**src/rtl/kcs_mailbox.sv**
```systemverilog
module kcs_mailbox #(
  parameter int AW = 8,
  parameter int DW = 32,
  parameter int NREGS = 72,
  parameter int EXT_N = 1,
  parameter logic [31:0] CFG7_INIT = 32'h0000_005A
) (
  input  logic             clk,
  input  logic             rst_n,
  input  logic [AW-1:0]    m_addr,
  input  logic             m_wr,
  input  logic             m_rd,
  input  logic [DW-1:0]    m_wdata,
  output logic [DW-1:0]    m_rdata,
  input  logic [1:0]       h_ch,
  input  logic             h_wr,
  input  logic             h_rd,
  input  logic [DW-1:0]    h_wdata,
  output logic [DW-1:0]    h_odr,
  output logic [DW-1:0]    h_status,
  input  logic [EXT_N-1:0] ext_irq,
  output logic [3:0]       irq_ch,
  output logic             irq
);
  localparam int NCH = 4;
  localparam int IW = $clog2(NREGS);
  localparam int W_CTL0 = 0;
  localparam int W_IEN = 2;
  localparam int W_CTL4 = 4;
  localparam int W_CFG7 = 34;
  localparam int W_CH4 = 64;

  function automatic logic [IW-1:0] idr_w(int c);
    return (c == 3) ? IW'(69) : IW'(9 + c);
  endfunction
  function automatic logic [IW-1:0] odr_w(int c);
    return (c == 3) ? IW'(70) : IW'(12 + c);
  endfunction
  function automatic logic [IW-1:0] str_w(int c);
    return (c == 3) ? IW'(71) : IW'(15 + c);
  endfunction

  logic [DW-1:0] regs [NREGS];
  logic [NCH-1:0] pend_ch, pend_nxt, ch_en, ch_ie, ibf, rd_idr, wr_odr, hsel;
  logic [EXT_N-1:0] pend_ext;
  logic [DW-1:0] odr_v [NCH];
  logic [DW-1:0] str_v [NCH];
  logic in_rng;
  logic [IW-1:0] widx;

  assign in_rng = {{(32-AW){1'b0}}, m_addr} < 32'(NREGS);
  assign widx = m_addr[IW-1:0];
  assign m_rdata = in_rng ? regs[widx] : '0;

  assign ch_en[0] = regs[W_CTL0][5];
  assign ch_en[1] = regs[W_CTL0][6];
  assign ch_en[2] = regs[W_CTL0][7] & regs[W_CTL4][2];
  assign ch_en[3] = regs[W_CH4][0];
  assign ch_ie[0] = regs[W_IEN][1];
  assign ch_ie[1] = regs[W_IEN][2];
  assign ch_ie[2] = regs[W_IEN][3];
  assign ch_ie[3] = regs[W_CH4][1];

  for (genvar c = 0; c < NCH; c++) begin : g_ch
    assign ibf[c]    = regs[str_w(c)][1];
    assign odr_v[c]  = regs[odr_w(c)];
    assign str_v[c]  = regs[str_w(c)];
    assign hsel[c]   = h_ch == 2'(c);
    assign rd_idr[c] = m_rd && in_rng && widx == idr_w(c);
    assign wr_odr[c] = m_wr && in_rng && widx == odr_w(c);
  end

  assign h_odr = odr_v[h_ch];
  assign h_status = str_v[h_ch];

  always_comb begin
    pend_nxt = pend_ch;
    for (int c = 0; c < NCH; c++) begin
      if (rd_idr[c] && ibf[c]) pend_nxt[c] = 1'b0;
      if (h_wr && hsel[c] && ch_en[c] && ch_ie[c]) pend_nxt[c] = 1'b1;
    end
  end

  always_ff @(posedge clk or negedge rst_n) begin
    if (!rst_n) begin
      for (int i = 0; i < NREGS; i++) regs[i] <= (i == W_CFG7) ? CFG7_INIT : '0;
      pend_ch <= '0;
      pend_ext <= '0;
    end else begin
      if (m_wr && in_rng) regs[widx] <= m_wdata;
      for (int c = 0; c < NCH; c++) begin
        if (h_rd && hsel[c]) regs[str_w(c)][0] <= 1'b0;
        if (wr_odr[c]) regs[str_w(c)][0] <= 1'b1;
        if (rd_idr[c] && ibf[c]) regs[str_w(c)][1] <= 1'b0;
        if (h_wr && hsel[c]) begin
          regs[idr_w(c)] <= h_wdata;
          regs[str_w(c)][1] <= 1'b1;
        end
      end
      pend_ch <= pend_nxt;
      pend_ext <= ext_irq;
    end
  end

  assign irq_ch = pend_ch;
  assign irq = |pend_ch | |pend_ext;
endmodule

```
**config.mk**
```make
export PLATFORM = sky130hd
export DESIGN_NAME = kcs_mailbox
export DESIGN_NICKNAME = d
export VERILOG_FILES = /design/src/rtl/kcs_mailbox.sv
export SDC_FILE = /design/constraint.sdc
export NUM_CORES = 2
export LEC_CHECK = 0
export BUFFER_PORTS_ARGS = -buffer_cell sky130_fd_sc_hd__buf_2
export CORE_MARGIN = 8
export CORE_UTILIZATION = 57
export CTS_CLUSTER_DIAMETER = 150
export CTS_CLUSTER_SIZE = 40
export DETAILED_ROUTE_END_ITERATION = 10
export PLACE_DENSITY_LB_ADDON = 0.12
export SYNTH_ARGS = -nofsm -noshare
export SYNTH_HDL_FRONTEND = slang
export SYNTH_SLANG_ARGS = --single-unit
export TNS_END_PERCENT = 30
```
**constraint.sdc**
```tcl
create_clock -name clk -period 3.6 [get_ports clk]
set_input_delay 0.72 -clock clk [delete_from_list [all_inputs] [get_ports clk]]
set_output_delay 0.72 -clock clk [all_outputs]
set_load 0.05 [all_outputs]
```
==> results_dict.tcl <==
set metrics [dict create \
    wl_per_cell_um 33.9 \
    antenna_found_initial 24 \
    place_congestion 0.875 \
    dr.pass1.iters 8 \
    tritoncts "yes" \
    htree_levels 3 \
    setup_violations 30 \
    initial_core_util_pct 57.1 \
    grt_max_degree 136 \
    port_buffers 181 \
    grtUsageTotal_pct 33.0 \
    cap_violations 0 \
    drt_iter0_markers 7004 \
    overflow 0 \
    p_per_area_mw_per_mm2 367 \
    cts_root_buf "clkbuf_16" \
    grt_util_met3_pct 6.00 \
    pwr-share-comb_pct 12.1 \
    clk_pin_slew_worst_paths_ps 140 \
    seq_power_share_pct 61.8 \
    tightest_slew_ps 1240 \
    muxShareOfSynthArea_pct 37.6 \
    met1_usage_pct 47.1 \
    worstHoldEndpoint "pend_ext" \
    power_switching_share_pct 25.8 \
    reg2reg_depth 2 \
    drc 0 \
    crit_path_end_kind "output port" \
    pwr-share-clk_pct 26.1 \
    synth_compound_area_share_pct 3.81 \
    fin_cells 10100 \
    die_w_um 451 \
    min_path_type "input pin to flip-flop" \
    whs_ps 78.1 \
    clk_latency_ps 760 \
    ys_ff_latch 2309 \
    cp.arrival_ps 3090 \
    drv_slew 0 \
    finalNetCount 7618 \
    power.total_uw 44500 \
    clock_path_buffers 3 \
    worst-path-max-fanout 6 \
    intPower_uw 33000 \
    synth-seq-area-share_pct 53.5 \
    finalCriticalPeriod_ps 3810 \
    grt_pass1_wl_um 497000 \
    vias 67600 \
    fp.dieH_um 451 \
    synth_area_per_cell_um2 14.9 \
    status "finished with violations" \
    fin_ws_ps -214 \
    num_rows 160 \
    io_pins 182 \
    synth_edf_count 0 \
    async_flop_share_pct 100 \
    finalHoldViolations 0 \
    synth_top_area_cell "dfrtp_1" \
    coreArea_mm2 0.189 \
    relSlewSlack_pct 17.1 \
    syn_area_mm2 0.108 \
    period_share_pct 106 \
    static-leakage-power_uw 0.0601 \
    ys_types 70 \
    holdPathStages 1 \
    cts_sinks 2309 \
    hold_path.startpoint "ext_irq" \
    vias_per_cell 6.71 \
    setup.worst_path.class "input pin to output port" \
    synth.area.top_cells "dfrtp_1 53%, mux2_2 23%, mux4_2 10%" \
    area_growth_pct 12.1 \
    syn_inst 7273 \
    synth_top_family_by_area "multiplexers" \
    synth_most_common_cell "dfrtp_1" \
    yosys_warnings 0 \
    top_usage_layer "met2" \
    hpwl_um 222000 \
    r2r_slack_ps 2580 \
    die_area_mm2 0.204 \
    synth_adder_area_share_pct 0 \
    gr-usage-met2_pct 51.6 \
    critPathLaunchType "input pin" \
    first_global_vias 69100 \
    placedCellCount 9901 \
    synthFlopType "dfrtp_1" \
    max_freq_ghz 0.262 \
    rsz0062_at_grt "yes" \
    finalWirelength_um 342000 \
    p_switching_uw 11500 \
    ant_nets 0 \
    synthXorXnorAreaFrac_pct 0 \
    synth_top_area_share_pct 53.4 \
    critical_path_required_ps 2880 \
    synth_common_cells "2305 x dfrtp_1, 2165 x mux2_2, 501 x mux4_2, 421 x clkbuf_1, 409 x mux2i_1" \
    timing.rr.end "ibf[3]" \
    cts_buffers 67 \
    clock_skew_ps 20.2 \
    synth-simple-area-share_pct 1.94 \
    final_layout_size_suffix_gt1_share_pct 52.6 \
    peakVddDrop_v 0.000387 \
    timing.rr.start "ibf[3]" \
    synth_nets 7354 \
    violations "negative setup slack" \
]
==> registers in the layout (all words and copies together), names as in the netlist <==
register / cells
regs: 2165
odr_v: 128
ch_ie: 4
ibf: 4
irq_ch: 4
ch_en: 3
pend_ext: 1
==> area by class of cell <==
type | instances | area [um2]
repair buffers | 962 | 10300
multi-input cells | 4192 | 47900
flip-flops and latches | 2309 | 57800
inverters | 5 | 22.5
clock inverters | 1 | 16.3
well taps | 2511 | 3140
clock buffers | 83 | 1860
diodes | 15 | 37.5
fillers | 13900 | 68000
==> stage by stage <==
step                      util [%]  setup WS (ps)  area (um2)  setup TNS, ps
after floorplan                  -          -39.0      108000           -258
final                         64.0           -214      121000          -3480
after detailed placement      61.8           -670      117000         -12530
after global routing          64.0           -218      121000          -4350
after global placement        61.8           -684      117000         -12320
after CTS                     63.7           -180      121000          -4260
==> cell families after synthesis <==
family	count (synthesis)
DFF	2309
and+or+nand+nor	453
AOI/OAI and AO/OA	604
muxes	3135
buffers and inverters	772
==> cell usage in the layout, fill, tap and decap left out, types with 38 or more instances in the layout <==
master	instances
mux2_2	2158
dfrtp_1	2303
buf_6	42
o21ai_0	100
mux2_4	56
o22ai_1	49
buf_12	217
buf_4	520
mux4_2	501
mux2i_1	401
nand2_1	169
a22oi_1	38
clkbuf_16	74
a21oi_1	120
buf_2	143
nand2_2	55
nor2_1	93
o221ai_1	42
==> worst max-delay path, stage by stage <==
cell and delay, ps:
buf_16 180, bufbuf_16 310, mux4_2 520, nand2_2 100, a21oi_2 80, buf_4 170
a22oi_2 310, nand4b_1 390, buf_6 290
==> metal layers <==
metal  up-vias  wire length (um)
met3       548             26000
met1     36900            143000
li1      27500                 -
met4         8             13200
met2      2675            159000
met5         -                54
==> power by group through the flow <==
stage          Combinational (uW)  Sequential (uW)  Clock [uW]
2_1_floorplan                2870            27800           0
3_3_place_gp                 4960            27900           0
3_5_place_dp                 5070            27900           0
4_1_cts                      5310            27400       11800
5_1_grt                      5710            27600       12500
6_report                     5380            27500       11600
==> worst max path at each step <==
stage          depth (start not counted)  slack [ps]          end       from
6_report                               9        -210  m_rdata[18]  m_addr[0]
5_1_grt                               10        -220  m_rdata[27]  m_addr[0]
3_5_place_dp                          11        -670   m_rdata[2]  m_addr[0]
2_1_floorplan                          9         -40   m_rdata[9]  m_addr[0]
3_3_place_gp                          11        -680   m_rdata[2]  m_addr[0]
4_1_cts                               10        -180   m_rdata[8]  m_addr[0]
==> repair_timing <==
action | in CTS | in global routing
hold buffers | 1 | 0
gates cloned | 13 | 0
setup endpoints to repair | 32 | 32
endpoints found under the hold margin | 25 | 0
setup buffers | 52 | 20
resized for setup | 201 | 97
pin swaps | 50 | 48
No activity file was read; power rests on OpenSTA's default activity.
